==> src/rtl/hba_regwin.sv <==
module hba_regwin #(
  parameter int FIFO_DEPTH = 32,
  parameter int CBUF_DEPTH = 32,
  parameter logic [7:0] CHIP_ID = 8'h04
) (
  input  logic                          clk,
  input  logic                          rst_n,
  input  logic                          chip_rst,
  input  logic [5:0]                    bus_addr,
  input  logic [7:0]                    bus_wdata,
  input  logic                          bus_rd,
  input  logic                          bus_wr,
  output logic [7:0]                    bus_rdata,
  output logic                          irq,
  output logic                          cmd_stb,
  output logic [6:0]                    cmd_op,
  output logic                          cmd_dma,
  input  logic                          cmd_phase,
  input  logic                          cbuf_clr,
  input  logic [$clog2(CBUF_DEPTH)-1:0] cbuf_sel,
  output logic [$clog2(CBUF_DEPTH):0]   cbuf_len,
  output logic [7:0]                    cbuf_byte,
  input  logic                          seq_set,
  input  logic                          seq_irq,
  input  logic [7:0]                    seq_status,
  input  logic [7:0]                    seq_reason,
  input  logic [2:0]                    seq_step
);
  localparam int FW = $clog2(FIFO_DEPTH);
  localparam int CW = $clog2(CBUF_DEPTH);
  localparam logic [3:0] IX_CNT_LO = 4'd0;
  localparam logic [3:0] IX_CNT_HI = 4'd1;
  localparam logic [3:0] IX_FIFO   = 4'd2;
  localparam logic [3:0] IX_CMD    = 4'd3;
  localparam logic [3:0] IX_STAT   = 4'd4;
  localparam logic [3:0] IX_RSN    = 4'd5;
  localparam logic [3:0] IX_STEP   = 4'd6;
  localparam logic [3:0] IX_FCNT   = 4'd7;
  localparam logic [3:0] IX_CFG    = 4'd8;
  localparam logic [3:0] IX_MSK    = 4'd11;
  localparam logic [3:0] IX_ID     = 4'd14;

  logic [3:0] idx;
  logic [6:0] op;
  logic       cmd_wr, soft_rst, clr_all, fwd;
  logic       unused_addr;

  assign idx      = bus_addr[5:2];
  assign op       = bus_wdata[6:0];
  assign cmd_wr   = bus_wr && idx == IX_CMD;
  assign soft_rst = cmd_wr && op == 7'h02;
  assign clr_all  = chip_rst || soft_rst;
  assign fwd      = op == 7'h10 || op == 7'h11 || op == 7'h12 || op == 7'h42 || op == 7'h43;
  assign unused_addr = &{1'b0, bus_addr[1:0]};

  // write-side count bytes and readable bank
  logic [7:0] wcnt_lo, wcnt_hi;
  logic [7:0] rbank [16];

  always_ff @(posedge clk or negedge rst_n) begin
    if (!rst_n) begin
      wcnt_lo <= '0;
      wcnt_hi <= '0;
    end else if (clr_all) begin
      wcnt_lo <= '0;
      wcnt_hi <= '0;
    end else if (bus_wr && idx == IX_CNT_LO) begin
      wcnt_lo <= bus_wdata;
    end else if (bus_wr && idx == IX_CNT_HI) begin
      wcnt_hi <= bus_wdata;
    end
  end

  always_ff @(posedge clk or negedge rst_n) begin
    if (!rst_n) begin
      for (int i = 0; i < 16; i++) rbank[i] <= (i == int'(IX_ID)) ? CHIP_ID : 8'h00;
    end else if (clr_all) begin
      for (int i = 0; i < 16; i++) rbank[i] <= (i == int'(IX_ID)) ? CHIP_ID : 8'h00;
    end else if (bus_wr) begin
      if (idx == IX_CFG || idx >= 4'd12) rbank[idx] <= bus_wdata;
      else if (idx == IX_MSK) rbank[idx] <= bus_wdata & 8'h15;
      else if (idx == IX_CMD) begin
        rbank[IX_CMD] <= bus_wdata;
        if (bus_wdata[7]) begin
          rbank[IX_CNT_LO] <= wcnt_lo;
          rbank[IX_CNT_HI] <= wcnt_hi;
        end
      end
    end
  end

  // status, interrupt reason, sequence step, interrupt line
  logic [7:0] st_q, rs_q;
  logic [2:0] sq_q;

  always_ff @(posedge clk or negedge rst_n) begin
    if (!rst_n) begin
      st_q <= '0; rs_q <= '0; sq_q <= '0; irq <= 1'b0;
    end else if (clr_all) begin
      st_q <= '0; rs_q <= '0; sq_q <= '0; irq <= 1'b0;
    end else begin
      if (bus_rd && idx == IX_RSN) begin
        st_q[7:5] <= 3'b000;
        irq <= 1'b0;
      end
      if (bus_wr && (idx == IX_CNT_LO || idx == IX_CNT_HI)) st_q[4] <= 1'b0;
      if (cmd_wr && op == 7'h01) begin
        rs_q <= 8'h08;
        sq_q <= 3'd0;
      end
      if (cmd_wr && op == 7'h03) begin
        rs_q <= 8'h80;
        if (!rbank[IX_CFG][6]) irq <= 1'b1;
      end
      if (seq_set) begin
        st_q <= seq_status;
        rs_q <= seq_reason;
        sq_q <= seq_step;
        if (seq_irq) irq <= 1'b1;
      end
    end
  end

  // command decode
  always_ff @(posedge clk or negedge rst_n) begin
    if (!rst_n) begin
      cmd_stb <= 1'b0; cmd_op <= '0; cmd_dma <= 1'b0;
    end else if (clr_all) begin
      cmd_stb <= 1'b0; cmd_op <= '0; cmd_dma <= 1'b0;
    end else begin
      cmd_stb <= cmd_wr && fwd;
      if (cmd_wr) cmd_dma <= bus_wdata[7];
      if (cmd_wr && fwd) cmd_op <= op;
    end
  end

  // data FIFO
  logic [7:0]  fmem [FIFO_DEPTH];
  logic [FW-1:0] fwp, frp, fwp_n, frp_n;
  logic [FW:0]   fcnt, fcnt_n;
  logic          push, pop;

  assign push = bus_wr && idx == IX_FIFO && !cmd_phase && fcnt < (FW+1)'(FIFO_DEPTH);
  assign pop  = bus_rd && idx == IX_FIFO && fcnt != '0;

  always_comb begin
    fcnt_n = fcnt + (FW+1)'(push) - (FW+1)'(pop);
    fwp_n  = push ? ((fwp == FW'(FIFO_DEPTH-1)) ? '0 : fwp + 1'b1) : fwp;
    frp_n  = pop  ? ((frp == FW'(FIFO_DEPTH-1)) ? '0 : frp + 1'b1) : frp;
    if (fcnt_n == '0) begin
      fwp_n = '0;
      frp_n = '0;
    end
  end

  always_ff @(posedge clk or negedge rst_n) begin
    if (!rst_n) begin
      fcnt <= '0; fwp <= '0; frp <= '0;
    end else if (clr_all) begin
      fcnt <= '0; fwp <= '0; frp <= '0;
    end else begin
      fcnt <= fcnt_n; fwp <= fwp_n; frp <= frp_n;
    end
  end

  always_ff @(posedge clk) if (push) fmem[fwp] <= bus_wdata;

  // command buffer
  logic [7:0] cbuf [CBUF_DEPTH];
  logic       cb_push;

  assign cb_push = bus_wr && idx == IX_FIFO && cmd_phase && cbuf_len < (CW+1)'(CBUF_DEPTH);

  always_ff @(posedge clk or negedge rst_n) begin
    if (!rst_n) cbuf_len <= '0;
    else if (clr_all || cbuf_clr) cbuf_len <= '0;
    else if (cb_push) cbuf_len <= cbuf_len + 1'b1;
  end

  always_ff @(posedge clk) if (cb_push) cbuf[cbuf_len[CW-1:0]] <= bus_wdata;

  assign cbuf_byte = cbuf[cbuf_sel];

  // read mux
  always_comb begin
    case (idx)
      IX_FIFO: bus_rdata = (fcnt != '0) ? fmem[frp] : 8'h00;
      IX_STAT: bus_rdata = st_q;
      IX_RSN:  bus_rdata = rs_q;
      IX_STEP: bus_rdata = {5'b0, sq_q};
      IX_FCNT: bus_rdata = 8'(fcnt);
      default: bus_rdata = rbank[idx];
    endcase
  end


  irq_ack_chk: assert property (@(posedge clk) disable iff (!rst_n)
    (bus_rd && idx == IX_RSN && !seq_set) |=> !irq);


  tc_clear_chk: assert property (@(posedge clk) disable iff (!rst_n)
    (bus_wr && (idx == IX_CNT_LO || idx == IX_CNT_HI) && !seq_set) |=> !st_q[4]);


  busrst_mask_chk: assert property (@(posedge clk) disable iff (!rst_n)
    (cmd_wr && op == 7'h03 && rbank[IX_CFG][6] && !irq && !seq_set && !chip_rst) |=> !irq);


  cmd_stb_chk: assert property (@(posedge clk) disable iff (!rst_n)
    cmd_stb |-> ($past(bus_wr) && $past(bus_addr[5:2]) == IX_CMD));


  full_drop_chk: assert property (@(posedge clk) disable iff (!rst_n)
    (bus_wr && idx == IX_FIFO && !cmd_phase && fcnt == (FW+1)'(FIFO_DEPTH) && !chip_rst) |=> $stable(fcnt));


  chip_reset_chk: assert property (@(posedge clk) disable iff (!rst_n)
    chip_rst |=> (!irq && !cmd_dma && fcnt == '0 && !cmd_stb));
endmodule

==> config.mk <==
export PLATFORM = sky130hd
export DESIGN_NAME = hba_regwin
export DESIGN_NICKNAME = d
export VERILOG_FILES = /design/src/rtl/hba_regwin.sv
export SDC_FILE = /design/constraint.sdc
export NUM_CORES = 1
export LEC_CHECK = 0
export BUFFER_PORTS_ARGS = -buffer_cell sky130_fd_sc_hd__buf_2
export CAP_MARGIN = 40
export CORE_MARGIN = 2
export CORE_UTILIZATION = 59
export CTS_CLUSTER_SIZE = 10
export DETAILED_ROUTE_END_ITERATION = 6
export HOLD_SLACK_MARGIN = 0.12
export PLACE_DENSITY = 0.76
export SLEW_MARGIN = 5
export SYNTH_ARGS = -nofsm -noshare
export SYNTH_HDL_FRONTEND = slang
export SYNTH_SLANG_ARGS = --single-unit
==> constraint.sdc <==
create_clock -name clk -period 10.8 [get_ports clk]
set_clock_uncertainty 0.2 [all_clocks]
set_input_delay 0.54 -clock clk [delete_from_list [all_inputs] [get_ports clk]]
set_output_delay 0.54 -clock clk [all_outputs]
set_load 0.02 [all_outputs]
==> results of run 1 <==
layout make-up:
| class | count | area share |
|---|---|---|
| Multi-Input combinational cell | 903 | 0.258 |
| Inverter | 27 | 0.00323 |
| Sequential cell | 667 | 0.613 |
| Timing Repair Buffer | 133 | 0.0304 |
| Clock buffer | 117 | 0.0675 |
| Clock inverter | 6 | 0.00351 |
| Tap cell | 607 | 0.0242 |
layer usage:
| layer | routed length [microns] | share of wire |
|---|---|---|
| met5 | 0 | 0 |
| met4 | 1770 | 0.027 |
| met3 | 5700 | 0.088 |
| met2 | 32200 | 0.50 |
| met1 | 25200 | 0.39 |
logic make-up after synthesis:
family,count (synthesis),synth area share
DFF,667,0.690
muxes,205,0.145
AOI/OAI and AO/OA,257,0.0595
and+or+nand+nor,415,0.0738
adders and majority gates,20,0.00924
xor gates and xnor gates,6,0.00188
buffers and inverters,135,0.0207
cell usage in the layout (no fill, tap or decap), drive strengths merged, types with 29 or more instances in the layout:
cell type | netlist | routed
nor2 | 112 | 112
mux4 | 158 | 158
nor2b | 41 | 41
a21oi | 69 | 69
dfrtp | 154 | 154
inv | 27 | 29
buf | 41 | 111
clkbuf | 67 | 117
o21ai | 69 | 69
edfxtp | 512 | 512
mux2i | 34 | 34
nand3 | 39 | 39
nand2 | 112 | 112
sequential cells by signal, indices dropped and copies added (netlist names), 3 cells and up:
name / cells
rs_q: 8
fmem: 256
fcnt: 6
sq_q: 3
wcnt_lo: 8
frp: 5
st_q: 8
cbuf: 256
fwp: 5
cbuf_len: 6
wcnt_hi: 8
rbank: 88
cmd_op: 7
through the flow:
step | instance area, sq um | hold WS [ns] | cells | setup WS [ns]
floorplan | 27900 | 0.0444 | 1705 | 6.85
global placement | 28800 | 0.258 | 2303 | 6.03
detailed placement | 28900 | 0.243 | 2312 | 5.86
CTS | 31400 | 0.134 | 2457 | 5.80
global route | 31400 | 0.154 | 2460 | 5.66
finish | 31400 | 0.159 | 2460 | 5.86
power by group through the flow:
stage	Combinational, mW	Clock, mW	Sequential [mW]
2_1_floorplan	0.227	0	2.84
3_3_place_gp	0.343	0	2.85
3_5_place_dp	0.357	0	2.85
4_1_cts	0.366	2.36	2.80
5_1_grt	0.399	2.47	2.80
6_report	0.370	2.33	2.80
worst max-delay path, delay by kind of cell (launching register included):
kind	cells	cell delay, ns
buffers and inverters	2	0.93
DFF	1	0.84
muxes	2	0.93
AOI/OAI and AO/OA	3	0.86
worst paths after layout:
path / startpoint / end
max: frp[0]$_DFFE_PN0P_ / bus_rdata[1]
min: seq_set / rs_q[6]$_DFFE_PN0P_
max reg2reg: fcnt[2]$_DFF_PN0_ / frp[4]$_DFFE_PN0P_
min reg2reg: rbank[10]$_DFFE_PN1P_ / rbank[10]$_DFFE_PN1P_
max in group asynchronous: rst_n / rbank[61]$_DFFE_PN0P_
min in group asynchronous: rst_n / rbank[40]$_DFFE_PN0P_
==> results.ini, run 1 <==
[cells_and_area]
fin_nets = 1876
layout-drive-gt1-share = 0.213
fin_util = 0.673
multi_input_area_sq_mm = 0.00809
nFillCells = 3080
num_antenna_cells = 0
area_growth_pct = 12.5
seqCellArea_sq_mm = 0.0193

[clock_network]
clock_latency_ns = 0.62
numCtsBuffers = 77
cts_tree = done
cts-resized-gates = 0
cts_hold_buf = 22
htreeDepth = 3
cts_root_buf = clkbuf_16
ctsLongestPathBuffers = 3
clkSinkCount = 667
clk_pin_slew_ns = 0.06
postCtsSetupBuffers = 0

[sta]
worst_slew_pin_slew_ns = 0.962
hold_viol_final = 0
slew_headroom = 0.358
setup_viol = 0
slew_viol_final = 0
max_freq_mhz = 202
post-route-period-util = 0.457
period_minus_slack_ns = 4.94
rsz0062_at_grt = false
fin_setup_tns_ns = 0

[power]
ir_drop_mv = 0.130
power_mw = 5.50
p_switching_mw = 1.24
power_frac_seq = 0.509
power_density_mw_per_mm2 = 175
power.share.clock = 0.424
combPwrFrac = 0.067
p_int_mw = 4.26
swShare = 0.225
p_leak_nw = 10.9

[routing]
finalWirelength_microns = 64900
first_iter_violations = 1965
drt_first_pass_iters = 7
wl_per_cell_microns = 26.4
antenna_left = 0
vias = 16100
routed_via_density = 6.52
drc_errors = 1

[hold_path]
hp-class = primary input to register
hold_path_depth = 3

[global_routing]
grt_pass1_vias = 16600
grt_pass1_wl_microns = 100000
grt_usage = 0.271
gr-usage-met3 = 0.0560
grt_remaining_overflow = 0
antenna_found_initial = 1
use_met1 = 0.379
grt_max_degree = 76
busiest_layer = met2
grt_use_met2 = 0.437

[yosys]
syn_inst = 1705
synth_async_sr_flop_share = 0.232
synth_area_sq_mm = 0.0279
synth_flop_cell = edfxtp_1
seq_area_frac_synth = 0.690
ys_types = 74
synth_area_leaders = edfxtp_1 (55%), dfrtp_1 (14%), mux4_2 (13%)
synthTopCellsByCount = edfxtp_1 (512), mux4_2 (158), dfrtp_1 (154)
synth_top_area_frac = 0.551
synth_edf_count = 512
synth_area_per_cell_sq_um = 16.4
synth.most_common_cell = edfxtp_1
synth_nets = 1772
yosys_warnings = 0
yosysTopAreaCell = edfxtp_1
synth_seq_cells = 667

[worst_setup_path]
crit_path_max_fanout = 39
crit_type = register to output port
required_ns = 10.06
r2r_slack_ns = 6.64
rr_worst_depth = 14
path_cells = buf_4 -> mux4_2 -> mux2_2 -> a22o_1 -> o31ai_1 -> a21oi_1 -> buf_2
crit_arrival_ns = 4.20
critPathMaxStageDelay_ns = 0.84
critPathLaunchType = register
cp-end-kind = output port
crit_slowest_cell = dfrtp_4

[die]
io_pins = 79
rows = 79
die_h_microns = 221
core_sq_mm = 0.0467
initial_core_util = 0.598
die_area_sq_mm = 0.0491
die_w_microns = 221

[placed_design]
port_buffers = 76
gp_congestion = 0.864
dp_hpwl_microns = 38800

[status]
violations = design-rule violations
status = complete, but fails checks

[flow_run]
cap_violations = 0

Note: power is estimated with default switching activity, not from simulation.
==> run 2, diff against run 1 <==
Settings changed: CORE_UTILIZATION 59 to 56.
Clock period 10.8 ns to 4 ns, I/O delays scaled along.
==> run 2 against run 1 <==
The run now ends clean. Sequential power grew to 2.7 times the previous value. Sequential share of layout area shrank 1.3 points. Clock-buffer cell count grew 4. Clock power grew to 2.6 times the previous value. Combinational power grew to 2.9 times the previous value. Worst setup slack lost 5.6 ns. Core utilization shrank 1.9 points. Register-to-register slack lost 6.2 ns. Sequential cell count is the same. Highest routed layer is now met5.
==> results.ini, run 2 (synthesized netlist as in run 1, its figures left out) <==
[routing]
wl_per_cell_microns = 25.9
vias = 16700
finalWirelength_microns = 67300
routed_via_density = 6.40
antenna_left = 0
drc_errors = 0
first_iter_violations = 2121
drt_first_pass_iters = 5

[power]
power.share.clock = 0.417
combPwrFrac = 0.073
power_frac_seq = 0.510
power_density_mw_per_mm2 = 461
p_switching_mw = 3.31
p_leak_nw = 11.2
p_int_mw = 11.5
ir_drop_mv = 0.310
swShare = 0.224

[clock_network]
numCtsBuffers = 77
clock_latency_ns = 0.60
cts_root_buf = clkbuf_16
cts-resized-gates = 0
htreeDepth = 3
clkSinkCount = 667
clk_pin_slew_ns = 0.06
ctsLongestPathBuffers = 3
cts_tree = done

[sta]
slew_viol_final = 0
slew_headroom = 0.377
fin_setup_tns_ns = 0
setup_viol = 0
worst_slew_pin_slew_ns = 0.931
period_minus_slack_ns = 3.75
hold_viol_final = 0
max_freq_mhz = 267
post-route-period-util = 0.937
rsz0062_at_grt = false

[worst_setup_path]
crit_type = register to output port
critPathLaunchType = register
crit_arrival_ns = 3.35
cp-end-kind = output port
crit_path_max_fanout = 19
required_ns = 3.60

[placed_design]
gp_congestion = 0.874
port_buffers = 76
dp_hpwl_microns = 40400
dp.cells = 2414

[die]
core_sq_mm = 0.0491
io_pins = 79
die_h_microns = 227
rows = 81
die_w_microns = 227
initial_core_util = 0.569
die_area_sq_mm = 0.0516

[global_routing]
grt_pass1_wl_microns = 102000
grt_remaining_overflow = 0
grt_usage = 0.269
antenna_found_initial = 3
grt_pass1_vias = 16800
grt_max_degree = 88

[cells_and_area]
area_growth_pct = 15.0
layout.cells.non_filler = 2603
nFillCells = 3277
layout.cells.most_common_list = edfxtp_1 (512), mux4_2 (158), dfrtp_1 (151)
final_common_cell = edfxtp_1
fin_nets = 1956
layout-drive-gt1-share = 0.225

[hold_path]
hp-class = primary input to register

[flow_run]
cap_violations = 0

[status]
status = complete, no violations

## run 2: final timing paths
path | slack (ns) | start | end | depth (start not counted)
setup / recovery | 0.25 | frp[0]$_DFFE_PN0P_ | bus_rdata[2] | 6
max in group asynchronous | 2.22 | rst_n | wcnt_lo[0]$_DFFE_PN0P_ | 5
setup reg to reg | 0.44 | fcnt[2]$_DFF_PN0_ | frp[4]$_DFFE_PN0P_ | 12
hold / removal | 0.16 | bus_wdata[6] | wcnt_hi[6]$_DFFE_PN0P_ | 4
hold reg to reg | 0.26 | rbank[10]$_DFFE_PN1P_ | rbank[10]$_DFFE_PN1P_ | 2
min in group asynchronous | 0.51 | rst_n | rbank[10]$_DFFE_PN1P_ | 3
## run 2: layout make-up
class	instances	area, sq um	area share
Clock buffer	121	2090	0.0652
Antenna cell	1	2.50	0.0000780
Tap cell	664	831	0.0259
Inverter	27	101	0.00316
Multi-Input combinational cell	903	8090	0.252
Clock inverter	7	67.6	0.00210
Sequential cell	667	19300	0.600
Timing Repair Buffer	213	1660	0.0517
## run 2: power groups by stage
stage | registers (mW) | clock network [mW] | logic [mW]
finish | 7.55 | 6.17 | 1.07
global route | 7.55 | 6.51 | 1.15
CTS | 7.55 | 6.25 | 1.05
detailed placement | 7.69 | 0 | 0.992
global placement | 7.69 | 0 | 0.960
floorplan | 7.67 | 0 | 0.614
## run 2: per-layer routing
layer | vias up | track usage | routed length, microns
met5 | - | 0 | 13
met4 | 2 | 0.101 | 2240
met3 | 168 | 0.0488 | 5940
met2 | 931 | 0.428 | 32900
met1 | 8549 | 0.377 | 26300
li1 | 7011 | - | -
## run 2: through the flow
step | hold slack, ns | setup slack, ns | utilization | cell area [sq um] | total power [mW]
2_1_floorplan | -0.296 | 0.389 | - | 27900 | 8.29
4_1_cts | 0.143 | 0.132 | 0.654 | 32100 | 14.9
3_3_place_gp | 0.224 | 0.574 | 0.595 | 29200 | 8.65
3_5_place_dp | -0.0915 | 0.473 | 0.598 | 29300 | 8.68
5_1_grt | 0.188 | 0.121 | 0.654 | 32100 | 15.2
6_report | 0.159 | 0.250 | 0.654 | 32100 | 14.8
## run 2: timing repair
action	in CTS	in global routing
buffers inserted	0	1
hold buffers	59	0
setup endpoints to repair	0	1
hold endpoints to repair	221	0
## run 2: worst max-delay path: stages (launching register included)
cell	delay, ns
dfrtp_4	0.71
mux4_2	0.57
mux2i_1	0.24
mux2i_1	0.22
o21ai_0	0.53
a21oi_1	0.22
buf_2	0.22
